==> src/rtl/lct_pkg.sv <==
package lct_pkg;
  localparam int SZW = 2;

  typedef enum logic [SZW-1:0] {
    SZ_BYTE  = 2'd0,
    SZ_HALF  = 2'd1,
    SZ_WORD  = 2'd2,
    SZ_DWORD = 2'd3
  } acc_size_e;
endpackage

==> src/rtl/lct_overlap.sv <==
module lct_overlap #(
  parameter int AW  = 32,
  parameter int SZW = lct_pkg::SZW
) (
  input  logic [AW-1:0]  a_base,
  input  logic [SZW-1:0] a_size,
  input  logic [AW-1:0]  b_base,
  input  logic [SZW-1:0] b_size,
  output logic           hit
);
  localparam int EW = AW + 1;
  logic [EW-1:0] a_lo, a_hi, b_lo, b_hi;

  always_comb begin
    a_lo = {1'b0, a_base};
    b_lo = {1'b0, b_base};
    a_hi = a_lo + (EW'(1) << a_size);
    b_hi = b_lo + (EW'(1) << b_size);
    hit  = (a_lo < b_hi) && (b_lo < a_hi);
  end
endmodule

==> src/rtl/lct_alloc.sv <==
module lct_alloc #(
  parameter int N  = 16,
  parameter int RW = 7,
  localparam int IW = (N > 1) ? $clog2(N) : 1
) (
  input  logic          clk,
  input  logic          rst,
  input  logic          clear,
  input  logic          ins_valid,
  input  logic [RW-1:0] ins_reg,
  input  logic [N-1:0]  vld,
  input  logic [RW-1:0] tags [N],
  output logic [IW-1:0] slot
);
  logic [N-1:0]  same_reg;
  logic          any_same, any_free;
  logic [IW-1:0] same_idx, free_idx;
  logic [IW-1:0] rr_q;

  for (genvar g = 0; g < N; g++) begin : g_cmp
    assign same_reg[g] = vld[g] && (tags[g] == ins_reg);
  end

  always_comb begin
    any_same = 1'b0;
    any_free = 1'b0;
    same_idx = '0;
    free_idx = '0;
    for (int i = N - 1; i >= 0; i--) begin
      if (same_reg[i]) begin
        any_same = 1'b1;
        same_idx = IW'(i);
      end
      if (!vld[i]) begin
        any_free = 1'b1;
        free_idx = IW'(i);
      end
    end
    if (any_same)      slot = same_idx;
    else if (any_free) slot = free_idx;
    else               slot = rr_q;
  end

  always_ff @(posedge clk) begin
    if (rst || clear) begin
      rr_q <= '0;
    end else if (ins_valid && !any_same && !any_free) begin
      rr_q <= (rr_q == IW'(N - 1)) ? '0 : rr_q + 1'b1;
    end
  end
endmodule

==> src/rtl/lct_table.sv <==
module lct_table #(
  parameter int N   = 16,
  parameter int AW  = 32,
  parameter int RW  = 7,
  localparam int SZW = lct_pkg::SZW,
  localparam int IW  = (N > 1) ? $clog2(N) : 1
) (
  input  logic           clk,
  input  logic           rst,
  input  logic           clear,
  input  logic           ins_valid,
  input  logic [RW-1:0]  ins_reg,
  input  logic [AW-1:0]  ins_addr,
  input  logic [SZW-1:0] ins_size,
  input  logic           st_valid,
  input  logic [AW-1:0]  st_addr,
  input  logic [SZW-1:0] st_size,
  input  logic           chk_valid,
  input  logic [RW-1:0]  chk_reg,
  output logic           chk_done,
  output logic           chk_ok
);
  logic [N-1:0]   vld_q;
  logic [RW-1:0]  tag_q  [N];
  logic [AW-1:0]  addr_q [N];
  logic [SZW-1:0] size_q [N];
  logic [N-1:0]   st_hit;
  logic [N-1:0]   chk_hit;
  logic [IW-1:0]  slot;
  logic           done_q, ok_q;

  for (genvar g = 0; g < N; g++) begin : g_ent
    lct_overlap #(.AW(AW), .SZW(SZW)) u_ovl (
      .a_base(addr_q[g]),
      .a_size(size_q[g]),
      .b_base(st_addr),
      .b_size(st_size),
      .hit   (st_hit[g])
    );
    assign chk_hit[g] = vld_q[g] && (tag_q[g] == chk_reg);
  end

  lct_alloc #(.N(N), .RW(RW)) u_alloc (
    .clk      (clk),
    .rst      (rst),
    .clear    (clear),
    .ins_valid(ins_valid),
    .ins_reg  (ins_reg),
    .vld      (vld_q),
    .tags     (tag_q),
    .slot     (slot)
  );

  always_ff @(posedge clk) begin
    if (rst || clear) begin
      vld_q <= '0;
    end else begin
      for (int i = 0; i < N; i++) begin
        if (st_valid && st_hit[i]) vld_q[i] <= 1'b0;
      end
      if (ins_valid) vld_q[slot] <= 1'b1;
    end
  end

  always_ff @(posedge clk) begin
    if (ins_valid && !clear && !rst) begin
      tag_q[slot]  <= ins_reg;
      addr_q[slot] <= ins_addr;
      size_q[slot] <= ins_size;
    end
  end

  always_ff @(posedge clk) begin
    if (rst) begin
      done_q <= 1'b0;
      ok_q   <= 1'b0;
    end else begin
      done_q <= chk_valid;
      ok_q   <= chk_valid && (|chk_hit);
    end
  end

  assign chk_done = done_q;
  assign chk_ok   = ok_q;
endmodule

==> config.mk <==
export PLATFORM = sky130hd
export DESIGN_NAME = lct_table
export DESIGN_NICKNAME = d
export VERILOG_FILES = /design/src/rtl/lct_pkg.sv /design/src/rtl/lct_overlap.sv /design/src/rtl/lct_alloc.sv /design/src/rtl/lct_table.sv
export SDC_FILE = /design/constraint.sdc
export NUM_CORES = 2
export LEC_CHECK = 0
export ABC_CLOCK_PERIOD_IN_PS = 5500
export CORE_AREA = 2 2 352 354
export DETAILED_ROUTE_END_ITERATION = 6
export DIE_AREA = 0 0 354 356
export PLACE_DENSITY = 0.61
export REMOVE_ABC_BUFFERS = 1
export SLEW_MARGIN = 10
export SYNTH_ARGS = -nofsm -noshare
export SYNTH_HDL_FRONTEND = slang
export SYNTH_SLANG_ARGS = --single-unit
==> constraint.sdc <==
create_clock -name clk -period 5.5 [get_ports clk]
set_input_delay 0.825 -clock clk [delete_from_list [all_inputs] [get_ports clk]]
set_output_delay 0.825 -clock clk [all_outputs]
set_load 0.02 [all_outputs]
Yosys cells after proc, flatten, opt, wreduce, memory -nomap -nowiden

Memories as Yosys holds them, arrays and structs flattened.
Cells that the tools add are included.
W data, S select, Z words.

Memories kept: 2
Input port bits: 88
Bits in writable memories: 544
Bits in registers: 134
Word-level logic and storage cells: 312

Add/sub/neg operators: 18
Reduce and logical (&&, ||, !) cells: 77
Bitwise gates (word level): 2
Mux-type cells: 107
Order comparisons: 36
Equal/unequal tests: 33
Shift-type cells: 17

Memories:

| memory | depth | width | rd ports | clocked after memory_dff | wr ports | line            | RTL |
|---|---|---|---|---|---|---|---|
| addr_q | 16    | 32    | 16       | 0                        | 1        | lct_table.sv:25 | `logic [AW-1:0] addr_q [N];` |
| size_q | 16    | 2     | 16       | 0                        | 1        | lct_table.sv:26 | `logic [SZW-1:0] size_q [N];` |

Operators by type and width:

| kind                   | number |
|---|---|
| $lt A32 B33 Y1         | 32 |
| $add A32 B33 Y33       | 17 |
| $shl A1 B2 Y33 const A | 17 |
| $eq A7 B7 Y1           | 32 |
| $mux W4                | 35 |
| $bwmux W112            | 1 |
| $logic_and A1 B1 Y1    | 71 |
| $mux W1                | 67 |
| $demux W7 S4           | 1 |
| $mux W16               | 1 |
| $or A16 B16 Y16        | 1 |
| $reduce_or A16 Y1      | 1 |
| $mux W7                | 1 |
| $ge A5 B5 Y1 const B   | 1 |
| $lt A4 B5 Y1 const B   | 1 |
| $lt A5 B1 Y1 const B   | 1 |
| $not A4 Y5             | 1 |
| $add A4 B1 Y4 const B  | 1 |
| $demux W1 S4           | 1 |
| $eq A4 B4 Y1 const B   | 1 |
| $ge A4 B1 Y1 const B   | 1 |
| $logic_not A1 Y1       | 4 |
| $logic_or A1 B1 Y1     | 1 |

Longest topological paths before layout

Word-level depth: 25
Mapped depth: 22
Depth with buffers taken out: 22

Hierarchy

Synthesis repeated with hierarchy kept, for this count alone.

Cell total of the unflattened synthesis: 6822
Area total of the unflattened synthesis: 66854.1 um^2

Modules (own cells, without submodules):

| module                            | area each (um^2) | cells an instance | times used |
|---|---|---|---|
| lct_table                         | 21932.3          | 913               | 1 |
| lct_overlap (g_ent[14].u_ovl ...) | 2713.9           | 350               | 7 |
| lct_overlap (g_ent[0].u_ovl ...)  | 2646.3           | 356               | 7 |
| lct_overlap (g_ent[6].u_ovl)      | 2722.6           | 356               | 1 |
| lct_overlap (g_ent[3].u_ovl)      | 2607.5           | 347               | 1 |
| lct_alloc                         | 2070.7           | 264               | 1 |

Worst setup path before layout

No wires, ideal clock.

Path kind: input to register
Start: in st_size[0]
End: reg vld_q[15]
Data required time: 5366 ps
Data arrival time: 5073 ps
Path slack: 293 ps
Setup time: 134 ps
Stages on the path: 20
Cell sequence: nor2b_1 ha_1 a21o_1 a21oi_1 nor2b_1 nor2_1 nor2_1 and2_1 nand2_1 xor2_1 ha_1 a2111oi_0 nand2_1 o22a_1 o21a_1 o2111ai_1 a21oi_1 o21ai_0 a21oi_1 or4_1

Word-level cells in the longest chain between the ends: 9

Ends and longest elaborated chain:

| what                             | line              | RTL |
|---|---|---|
| from (decl)                      | lct_table.sv:17   | `input logic [SZW-1:0] st_size,` |
| $shl A1 B2 Y33 (*)               | lct_overlap.sv:18 | `b_hi = b_lo + (EW'(1) << b_size);` |
| $add A32 B33 Y33 (*)             | lct_overlap.sv:18 |  |
| $lt A32 B33 Y1 (*)               | lct_overlap.sv:19 | `hit = (a_lo < b_hi) && (b_lo < a_hi);` |
| $logic_and A1 B1 Y1 (*)          | lct_overlap.sv:19 |  |
| $logic_and A1 B1 Y1 (*)          | lct_table.sv:59   | `if (st_valid && st_hit[i]) vld_q[i] <= 1'b0;` |
| $mux W1 (*)                      | lct_table.sv:59   |  |
| $mux W1 (*)                      | lct_table.sv:55   | `if (rst \|\| clear) begin` |
| $or A16 B16 Y16 (no source line) | --                |  |
| $mux W16 (*)                     | lct_table.sv:61   | `if (ins_valid) vld_q[slot] <= 1'b1;` |
| to (signal assigned)             | lct_table.sv:56   | `vld_q <= '0;` |
| to (signal, indexed assignment)  | lct_table.sv:59   |  |
| to (signal, indexed assignment)  | lct_table.sv:61   |  |
| to (decl)                        | lct_table.sv:23   | `logic [N-1:0] vld_q;` |

Every way passes the cells marked *; elsewhere a longest branch is shown, timed or not. The select of a mux whose other input is x is not followed.
A chain may end at the register's enable or synchronous reset.

Worst setup path after layout

Start: in st_size[1]
End: reg vld_q[10]

The elaborated chain is that of the path after synthesis.

==> impl_metrics.tcl <==
set metrics [dict create \
    dp_slack_ps -231.5 \
    grt.overflow.total 0 \
    cp_max_fo 7 \
    drive_gt1_share_pct 8.152 \
    fin_skew_ps 29.31 \
    setup_ws_ps 427.1 \
    tightest_slew_ps 1153 \
    cts_resized 0 \
    power.leakage_nw 25.24 \
    hold_ws_ps 531.3 \
    arrival_ps 5640 \
    fin_util_pct 52.13 \
    endpoint_kind "flop" \
    post_cts_buffers 0 \
    power_mw 12.90 \
    highest_layer "met4" \
    setup_viol 0 \
    wl_met1_um 75820 \
    rsz0062_at_grt "no" \
    clk_path_buf_depth 3 \
    cts_tree "done" \
    dp_cells 7187 \
    htreeDepth 3 \
    wl_met3_um 8532 \
    clock-root-buffer "clkbuf_16" \
    startpoint_type "input port" \
    wl_met2_um 77430 \
    ys.flop_type "edfxtp_1" \
    hold_path_class "flop to flop" \
    dp.final_hpwl_um 131800 \
    cp.required_ps 6060 \
    drc_errors 0 \
    antenna_found_initial 2 \
    synthCells 5232 \
    clock-sinks 678 \
    dpl_cell_area_sq_um 61290 \
    firstDrtPassIters 6 \
    rows 129 \
    relSlewSlack_pct 22.88 \
    drt-total-wl_um 167400 \
    drv_slew 0 \
    fin_area_sq_um 63950 \
    period_needed_ps 5073 \
    fin_crit_sh_pct 92.23 \
    ys_warn_count 0 \
    viasPerCell 5.948 \
    synth_edf_count 656 \
    syn_area_sq_um 55770 \
    die_h_um 356 \
    outcome "finished clean" \
    die_area_sq_um 126000 \
    critPathKind "input port to flop" \
    holdBufCountCts 0 \
    finalNonFillerCells 7341 \
    ios 90 \
    coreArea_sq_um 122700 \
    grtUsageTotal_pct 26.30 \
    synth_cell_types 80 \
    timing_hold_violations_final 0 \
    drt-wirelength-per-cell_um 22.81 \
    numCtsBuffers 85 \
    drt_iter0_drc 3079 \
    syn_avg_cell_area_sq_um 10.66 \
    insertion_delay_ps 680 \
    synthToLayoutAreaGrowth_pct 14.67 \
    clk_pin_slew_worst_paths_ps 60 \
    grt_max_degree 43 \
    gp_congestion 0.9334 \
    via_count 43665 \
    tns_ps 0 \
    async_reset_ff_share_pct 0 \
    cellPowerDensity_nw_per_um2 201.7 \
    max_freq_mhz 197.1 \
    ir_drop_uv 257.1 \
    die_x_um 354 \
    drtAntennaViolNets 0 \
    portBuffers 89 \
    nNetsFinal 6803 \
    num_antenna_cells 0 \
    start_util_pct 45.46 \
    grt_pass1_vias 44614 \
    cap_viol_max_count 0 \
    ys_ff_latch 678 \
    yosysSeqAreaShare_pct 36.11 \
    grt_first_pass_wirelength_um 253700 \
]
==> synth_stat cells, types with 12 or more instances <==
master,count,area [sq um]
xor2_1,369,3232
o21a_1,37,277.8
xnor2_1,366,3206
nand3_1,187,935.9
fa_1,17,340.3
o211ai_1,38,285.3
and3_1,113,706.9
a211o_1,12,105.1
nor3_1,60,300.3
o2111ai_1,30,262.8
dfxtp_1,22,440.4
or2_2,17,106.4
and4_1,40,350.3
inv_1,60,225.2
edfxtp_1,656,19700
nand4_1,230,1439
nor2b_1,131,819.5
nand2b_1,65,406.6
a211oi_1,42,315.3
nor4_1,32,200.2
a21oi_1,279,1396
a2111oi_0,39,341.6
a31oi_1,23,143.9
nand2_1,344,1291
and2_1,30,187.7
nor2_1,308,1156
a21o_1,210,1577
o21ai_0,209,1046
clkbuf_1,23,86.33
ha_1,1061,13280
==> report_power, final <==
group	leakage, nW	internal [mW]	total (mW)	switching, mW
logic	17.9	0.699	1.76	1.06
clock network	1.29	3.17	5.45	2.28
registers	6.08	5.68	5.69	0.0137
==> final cells by class <==
cell class | instances | area, sq um
clock buffer | 118 | 2355
inverter | 61 | 229.0
clock inverter | 36 | 299.0
sequential | 678 | 20140
fill | 10888 | 58720
timing repair buffer | 362 | 3441
tap | 1637 | 2048
multi-input combinational | 4449 | 35440
==> logic make-up after synthesis <==
kind of cell	after synthesis	synth area share, %
and+or+nand+nor	1612	14.96
adders and majority gates	1078	24.41
AOI/OAI and AO/OA	1024	12.03
xor gates and xnor gates	735	11.54
DFF	678	36.11
buffers and inverters	105	0.9423
==> flip-flops by register name, indices dropped and copies added (netlist names) <==
name	count
addr_q	512
tag_q	112
size_q	32
vld_q	16
u_alloc.rr_q	4
chk_done	1
chk_ok	1
==> routing by layer <==
metal  global-route usage, %  vias to the layer above
met5                       0                        -
met4                   8.881                        0
met3                   2.791                      306
met2                   43.94                     1089
met1                   35.56                    21429
li1                        -                    20841
==> layout by cell type, fill, tap and decap left out, types with 12 or more instances in the layout <==
master / instances
o2111ai_1: 30
a31oi_1: 23
a2111oi_0: 39
o21ai_0: 209
clkinv_1: 17
ha_1: 1061
nor2b_1: 131
nor2_1: 295
a211o_1: 12
nor2_4: 15
a21oi_1: 279
nand2b_1: 65
clkbuf_16: 88
xor2_1: 349
nor4_1: 32
and3_1: 113
buf_12: 40
buf_4: 233
a21o_1: 210
and2_1: 30
xnor2_1: 356
nor3_1: 60
xor2_2: 20
clkdlybuf4s50_1: 89
a211oi_1: 42
fa_1: 17
dfxtp_1: 22
nand3_1: 187
o21a_1: 37
or2_2: 17
nand2_1: 344
and4_1: 40
inv_1: 59
o211ai_1: 38
nand4_1: 230
clkbuf_1: 26
edfxtp_1: 656
==> worst max-delay path, stage by stage <==
cell             delay [ps]
clkdlybuf4s50_1         490
buf_4                   120
nor2_1                   40
ha_1                    200
fa_1                    400
a21o_1                  190
a21oi_1                 150
buf_4                   170
nor2_1                   70
buf_12                  140
and3_1                  240
nand2_1                 130
xor2_2                  280
ha_1                    310
a21o_1                  180
a21oi_1                 130
nor2b_1                  60
a2111oi_0               460
buf_4                   220
nand4_1                 100
a21oi_1                 160
o211ai_1                120
a22o_1                  220
a31o_1                  210
==> path summary, 6_finish.rpt <==
| kind | start | end | slack [ps] | depth (start not counted) |
|---|---|---|---|---|
| worst max-delay path | st_size[1] | vld_q[10]$_SDFF_PP0_ | 430 | 24 |
| worst min-delay path | u_alloc.rr_q[3]$_SDFFE_PP0P_ | u_alloc.rr_q[3]$_SDFFE_PP0P_ | 530 | 2 |
| worst max register to register | size_q[4][1]$_DFFE_PP_ | vld_q[4]$_SDFF_PP0_ | 560 | 20 |
| worst min register to register | u_alloc.rr_q[3]$_SDFFE_PP0P_ | u_alloc.rr_q[3]$_SDFFE_PP0P_ | 530 | 2 |
No activity file was read; power rests on OpenSTA's default activity.
